## config.mk

```make
export PLATFORM = sky130hd
export DESIGN_NAME = dual_port_collision_ram
export DESIGN_NICKNAME = d
export VERILOG_FILES = /design/src/rtl/dpcd_pkg.sv /design/src/rtl/dpcd_rst_sync.sv /design/src/rtl/dpcd_mem_array.sv /design/src/rtl/dpcd_collision_det.sv /design/src/rtl/dual_port_collision_ram.sv
export SDC_FILE = /design/constraint.sdc
export NUM_CORES = 1
export LEC_CHECK = 0
export BUFFER_PORTS_ARGS = -buffer_cell sky130_fd_sc_hd__buf_2
export CAP_MARGIN = 15
export CORE_ASPECT_RATIO = 1.2
export CORE_MARGIN = 2
export CORE_UTILIZATION = 60
export CTS_BUF_LIST = sky130_fd_sc_hd__clkbuf_8
export CTS_CLUSTER_DIAMETER = 120
export DETAILED_ROUTE_END_ITERATION = 10
export PLACE_DENSITY = 0.75
export SETUP_SLACK_MARGIN = 0.5
export SKIP_LAST_GASP = 1
export SLEW_MARGIN = 40
export SYNTH_ARGS = -nofsm -noshare
export SYNTH_HDL_FRONTEND = slang
export SYNTH_SLANG_ARGS = --single-unit
```

## constraint.sdc

```tcl
create_clock -name clk -period 1.6 [get_ports clk]
set_clock_uncertainty 0.15 [all_clocks]
set_input_delay 0.16 -clock clk [delete_from_list [all_inputs] [get_ports clk]]
set_output_delay 0.16 -clock clk [all_outputs]
set_load 0.01 [all_outputs]
```

## src/rtl/dpcd_pkg.sv

```systemverilog
package dpcd_pkg;

  typedef enum logic [1:0] {
    ACC_IDLE  = 2'b00,
    ACC_READ  = 2'b01,
    ACC_WRITE = 2'b10
  } acc_kind_e;

  function automatic acc_kind_e classify(input logic en, input logic we);
    if (!en)     return ACC_IDLE;
    else if (we) return ACC_WRITE;
    else         return ACC_READ;
  endfunction

  typedef struct packed {
    logic flag_a;
    logic flag_b;
  } coll_pair_t;

endpackage

```

## src/rtl/dpcd_rst_sync.sv

```systemverilog
module dpcd_rst_sync #(
  parameter int STAGES = 2
) (
  input  logic clk,
  input  logic rst_n,
  output logic rst_core_n
);
  logic [STAGES-1:0] sync_q;
  logic [STAGES-1:0] sync_d;

  always_comb begin
    sync_d = {sync_q[STAGES-2:0], 1'b1};
  end

  always_ff @(posedge clk or negedge rst_n) begin
    if (!rst_n) sync_q <= '0;
    else        sync_q <= sync_d;
  end

  assign rst_core_n = sync_q[STAGES-1];
endmodule

```

## src/rtl/dpcd_mem_array.sv

```systemverilog
module dpcd_mem_array #(
  parameter int AW = 4,
  parameter int DW = 8
) (
  input  logic          clk,
  input  logic          rst_n,
  input  logic          a_en,
  input  logic          a_we,
  input  logic [AW-1:0] a_addr,
  input  logic [DW-1:0] a_wdata,
  output logic [DW-1:0] a_rdata,
  input  logic          b_en,
  input  logic          b_we,
  input  logic [AW-1:0] b_addr,
  input  logic [DW-1:0] b_wdata,
  output logic [DW-1:0] b_rdata
);
  localparam int DEPTH = 1 << AW;

  logic [DW-1:0] mem_q [DEPTH];
  logic [DW-1:0] mem_d [DEPTH];
  logic [DEPTH-1:0] word_en;

  logic a_wr, b_wr, a_rd, b_rd;
  assign a_wr = a_en &  a_we;
  assign b_wr = b_en &  b_we;
  assign a_rd = a_en & ~a_we;
  assign b_rd = b_en & ~b_we;

  // Per-word next state: port A has priority over port B on the same word.
  for (genvar i = 0; i < DEPTH; i++) begin : g_word
    logic hit_a, hit_b;
    assign hit_a = a_wr && (a_addr == AW'(i));
    assign hit_b = b_wr && (b_addr == AW'(i));

    always_comb begin
      word_en[i] = hit_a | hit_b;
      if (hit_a) mem_d[i] = a_wdata;
      else       mem_d[i] = b_wdata;
    end

    always_ff @(posedge clk) begin
      if (word_en[i]) mem_q[i] <= mem_d[i];
    end
  end

  // Read-first registered outputs: sample the contents before this edge's write.
  logic [DW-1:0] a_rd_d, b_rd_d;

  always_comb begin
    a_rd_d = mem_q[a_addr];
    b_rd_d = mem_q[b_addr];
  end

  always_ff @(posedge clk or negedge rst_n) begin
    if (!rst_n) begin
      a_rdata <= '0;
      b_rdata <= '0;
    end else begin
      if (a_rd) a_rdata <= a_rd_d;
      if (b_rd) b_rdata <= b_rd_d;
    end
  end
endmodule

```

## src/rtl/dpcd_collision_det.sv

```systemverilog
module dpcd_collision_det
  import dpcd_pkg::*;
#(
  parameter int AW = 4
) (
  input  logic          clk,
  input  logic          rst_n,
  input  logic          a_en,
  input  logic          a_we,
  input  logic [AW-1:0] a_addr,
  input  logic          b_en,
  input  logic          b_we,
  input  logic [AW-1:0] b_addr,
  output logic          a_coll,
  output logic          b_coll
);
  acc_kind_e  kind_a, kind_b;
  logic       same_word;
  coll_pair_t flags_d, flags_q;

  always_comb begin
    kind_a    = classify(a_en, a_we);
    kind_b    = classify(b_en, b_we);
    same_word = (a_addr == b_addr);
    flags_d   = '0;
    if (same_word) begin
      unique case ({kind_a, kind_b})
        {ACC_WRITE, ACC_WRITE}: flags_d = '{flag_a: 1'b1, flag_b: 1'b1};
        {ACC_WRITE, ACC_READ}:  flags_d = '{flag_a: 1'b0, flag_b: 1'b1};
        {ACC_READ,  ACC_WRITE}: flags_d = '{flag_a: 1'b1, flag_b: 1'b0};
        default:                flags_d = '0;
      endcase
    end
  end

  always_ff @(posedge clk or negedge rst_n) begin
    if (!rst_n) flags_q <= '0;
    else        flags_q <= flags_d;
  end

  assign a_coll = flags_q.flag_a;
  assign b_coll = flags_q.flag_b;
endmodule

```

## src/rtl/dual_port_collision_ram.sv

```systemverilog
module dual_port_collision_ram #(
  parameter int AW = 4,
  parameter int DW = 8
) (
  input  logic          clk,
  input  logic          rst_n,
  input  logic          a_en,
  input  logic          a_we,
  input  logic [AW-1:0] a_addr,
  input  logic [DW-1:0] a_wdata,
  output logic [DW-1:0] a_rdata,
  output logic          a_coll,
  input  logic          b_en,
  input  logic          b_we,
  input  logic [AW-1:0] b_addr,
  input  logic [DW-1:0] b_wdata,
  output logic [DW-1:0] b_rdata,
  output logic          b_coll
);
  logic rst_core_n;

  dpcd_rst_sync #(.STAGES(2)) u_rst (
    .clk        (clk),
    .rst_n      (rst_n),
    .rst_core_n (rst_core_n)
  );

  dpcd_mem_array #(.AW(AW), .DW(DW)) u_mem (
    .clk     (clk),
    .rst_n   (rst_core_n),
    .a_en    (a_en),
    .a_we    (a_we),
    .a_addr  (a_addr),
    .a_wdata (a_wdata),
    .a_rdata (a_rdata),
    .b_en    (b_en),
    .b_we    (b_we),
    .b_addr  (b_addr),
    .b_wdata (b_wdata),
    .b_rdata (b_rdata)
  );

  dpcd_collision_det #(.AW(AW)) u_det (
    .clk    (clk),
    .rst_n  (rst_core_n),
    .a_en   (a_en),
    .a_we   (a_we),
    .a_addr (a_addr),
    .b_en   (b_en),
    .b_we   (b_we),
    .b_addr (b_addr),
    .a_coll (a_coll),
    .b_coll (b_coll)
  );
endmodule

```

==> metrics <==
Clock Latency Late Sink=0.46 ns; TritonCTS buffer count=17; placed cell area=10100 sq um; critical path arrival=1.94 ns; Worst-Margin Slew=0.942 ns; sequential share of the synthesized area=49.9%; total power=9.11 mW; GRT Util Overall=41.2%; area share of the largest cell type after synthesis=44.2%; I/O pins=48; H-Tree Depth=4; post-DP HPWL=20.0 mm; Final Util=85.6%; worst rel slew slack=37.1%; Slew Viols, Final=0; Iter 0 DRT Violations=1201; WS Path Type=register to register; clk slew on worst S/H paths=0.08 ns; routed length per instance=34.2 um; Die H=136 um; Synth Area per Inst=14.4 sq um; Tcrit/Tclk final=107%; clk buf depth=2; setup ws final=-0.119 ns; critical path cell sequence=mux2i_1 -> a221oi_2 -> o21ai_1 -> a31oi_1; worst stage delay on the critical path=0.51 ns; Max IR drop VDD=0.599 mV; nets=833; GP Congestion=0.974; synthesis-stage register bit count=148; leakage=4.85 nW; Post-Syn Area=8710 sq um; DRT antenna net count=0; largest net degree at the start of global routing=19; first-pass GRT wire length=45.4 mm; antenna violations before repair=0; reg2reg path depth=4; P per Cell Area=745 nW/um^2; CORE AREA=14300 sq um; RSZ-0062 raised after global routing=yes; count leader, synth=edfxtp_1; Hold Path Stages=4; synthesized instance count=606; syn_nets=636; max_cap viols=0; Synth cell types=49; PortBufs=47; highest clock rate=0.582 GHz; final setup vio count=10; ys flop type=edfxtp_1; status=finished, violations left; Final TNS setup=-0.487 ns; post-synth top area cell=edfxtp_1; vias in the first global route=7219; drt total wl=33.9 mm; drt pass-1 iters=5; share of layout cells above drive strength 1=62.5%; FFs w/ async S/R, synth=13.5%; clock sinks=148; Crit. End Element=register; Initial Util=60.9%; Final min period=1.72 ns; Non-Filler Instances=991; Die Wd=114 um; DRC=0; Die Footprint=15500 sq um; Vias=7337; Startpoint Class=register; post-route cell area=12200 sq um; crit-path max FO=2; Req. time, crit path=1.83 ns; n_diodes=0; CTS Root Cell=clkbuf_8; failing checks=setup timing; Area Growth Syn to Fin=40.5%; FILL cells=616; Fin. Hold Viols=0; routed vias/inst=7.40; placed cell count=879; hold crit path type=input port to register; grt total ovfl=0; top cells by area, synth=edfxtp_1 44%, mux2_2 15%, mux4_2 9.3%; FP Rows=48; critical-path cell with the highest stage delay=a221oi_2; CTS tree=done; Ys Warns=0; Post-synth top cells=128 x edfxtp_1, 113 x mux2_2, 56 x mux2i_1; Post-synth EDFFs=128
==> path summary, 6_finish.rpt <==
kind                                   start                to  slack (ns)
max                        u_mem.mem_q[3][2]  u_mem.a_rdata[2]       -0.12
min                                a_addr[0]  u_mem.a_rdata[4]        0.05
max reg2reg                u_mem.mem_q[3][2]  u_mem.a_rdata[2]       -0.12
min reg2reg                  u_rst.sync_q[1]  u_mem.a_rdata[4]        0.09
max in group asynchronous              rst_n   u_rst.sync_q[1]        0.76
min in group asynchronous    u_rst.sync_q[1]  u_mem.a_rdata[4]        0.09
==> cell usage in the layout (no fill, tap or decap), drive strengths merged, types with 2 or more instances in the layout <==
| master | instances |
|---|---|
| o31ai | 2 |
| dlygate4sd3 | 4 |
| nor4 | 2 |
| nand2 | 14 |
| clkinv | 6 |
| and3 | 2 |
| o221ai | 4 |
| nand2b | 5 |
| nor3 | 7 |
| buf | 231 |
| or3 | 5 |
| edfxtp | 128 |
| mux2i | 56 |
| o22ai | 19 |
| a21oi | 19 |
| mux2 | 135 |
| nand3 | 3 |
| dfrtp | 20 |
| a31oi | 10 |
| a221oi | 8 |
| o32ai | 2 |
| o21ai | 15 |
| inv | 6 |
| nor2b | 4 |
| nand4 | 2 |
| clkinvlp | 3 |
| nand4b | 3 |
| nand3b | 3 |
| xor2 | 3 |
| nor2 | 28 |
| mux4 | 36 |
| clkbuf | 18 |
| or4 | 4 |
| and2 | 2 |
==> flip-flops by register name, summed over array words and instances (netlist names) <==
signal,count
u_mem.a_rdata,8
u_rst.sync_q,2
u_mem.mem_q,128
u_det.a_coll,1
u_mem.b_rdata,8
u_det.b_coll,1
==> cell families (layout without fill, tap and decap cells) <==
| group | after synthesis | in the layout | share of synthesized area, % |
|---|---|---|---|
| muxes | 227 | 227 | 33.9 |
| buffers and inverters | 61 | 269 | 4.05 |
| AOI/OAI and AO/OA | 81 | 81 | 5.81 |
| other | 1 | 1 | 0.0431 |
| DFF | 148 | 148 | 49.9 |
| and+or+nand+nor | 84 | 86 | 5.89 |
| xor gates and xnor gates | 4 | 4 | 0.402 |
==> metal layers <==
layer	part of all wire, %	global-route usage, %	vias to the layer above
li1	-	-	2806
met1	34	52.9	3588
met2	46	66.0	750
met3	13	8.83	193
met4	7.4	21.7	0
met5	0	0	-
==> through the flow <==
step | setup slack [ns] | hold WS (ns)
2_1_floorplan | -0.200 | -0.286
3_3_place_gp | -0.354 | -0.206
3_5_place_dp | -0.386 | -0.201
4_1_cts | -0.0391 | 0.0412
5_1_grt | -0.148 | 0.0561
6_report | -0.119 | 0.0544
==> power by group <==
part | internal [mW] | switching (mW)
Clock | 1.18 | 1.47
Combinational | 1.02 | 0.993
Sequential | 4.35 | 0.101
Total | 6.55 | 2.56
==> worst max-delay path: cells and delay by family, from the launching register on <==
| family | cells | cell delay, ns |
|---|---|---|
| AOI/OAI and AO/OA | 3 | 0.89 |
| DFF | 1 | 0.43 |
| muxes | 1 | 0.17 |
==> cell type report <==
class	instances	area, sq um	share of cell area [%]
multi-input cells	399	4860	39.7
flip-flops and latches	148	4340	35.5
repair buffers	236	2470	20.2
clock buffers	17	234	1.91
well taps	175	219	1.79
clock inverters	15	105	0.859
inverters	1	3.75	0.0307
==> what timing repair did <==
action	4_1_cts	5_1_grt
gates cloned	8	1
hold endpoints to repair	4	0
pin swaps	50	27
resized for setup	212	56
setup buffers	43	24
hold buffers	4	0
setup endpoints to repair	291	292
No activity file was read; power rests on OpenSTA's default activity.
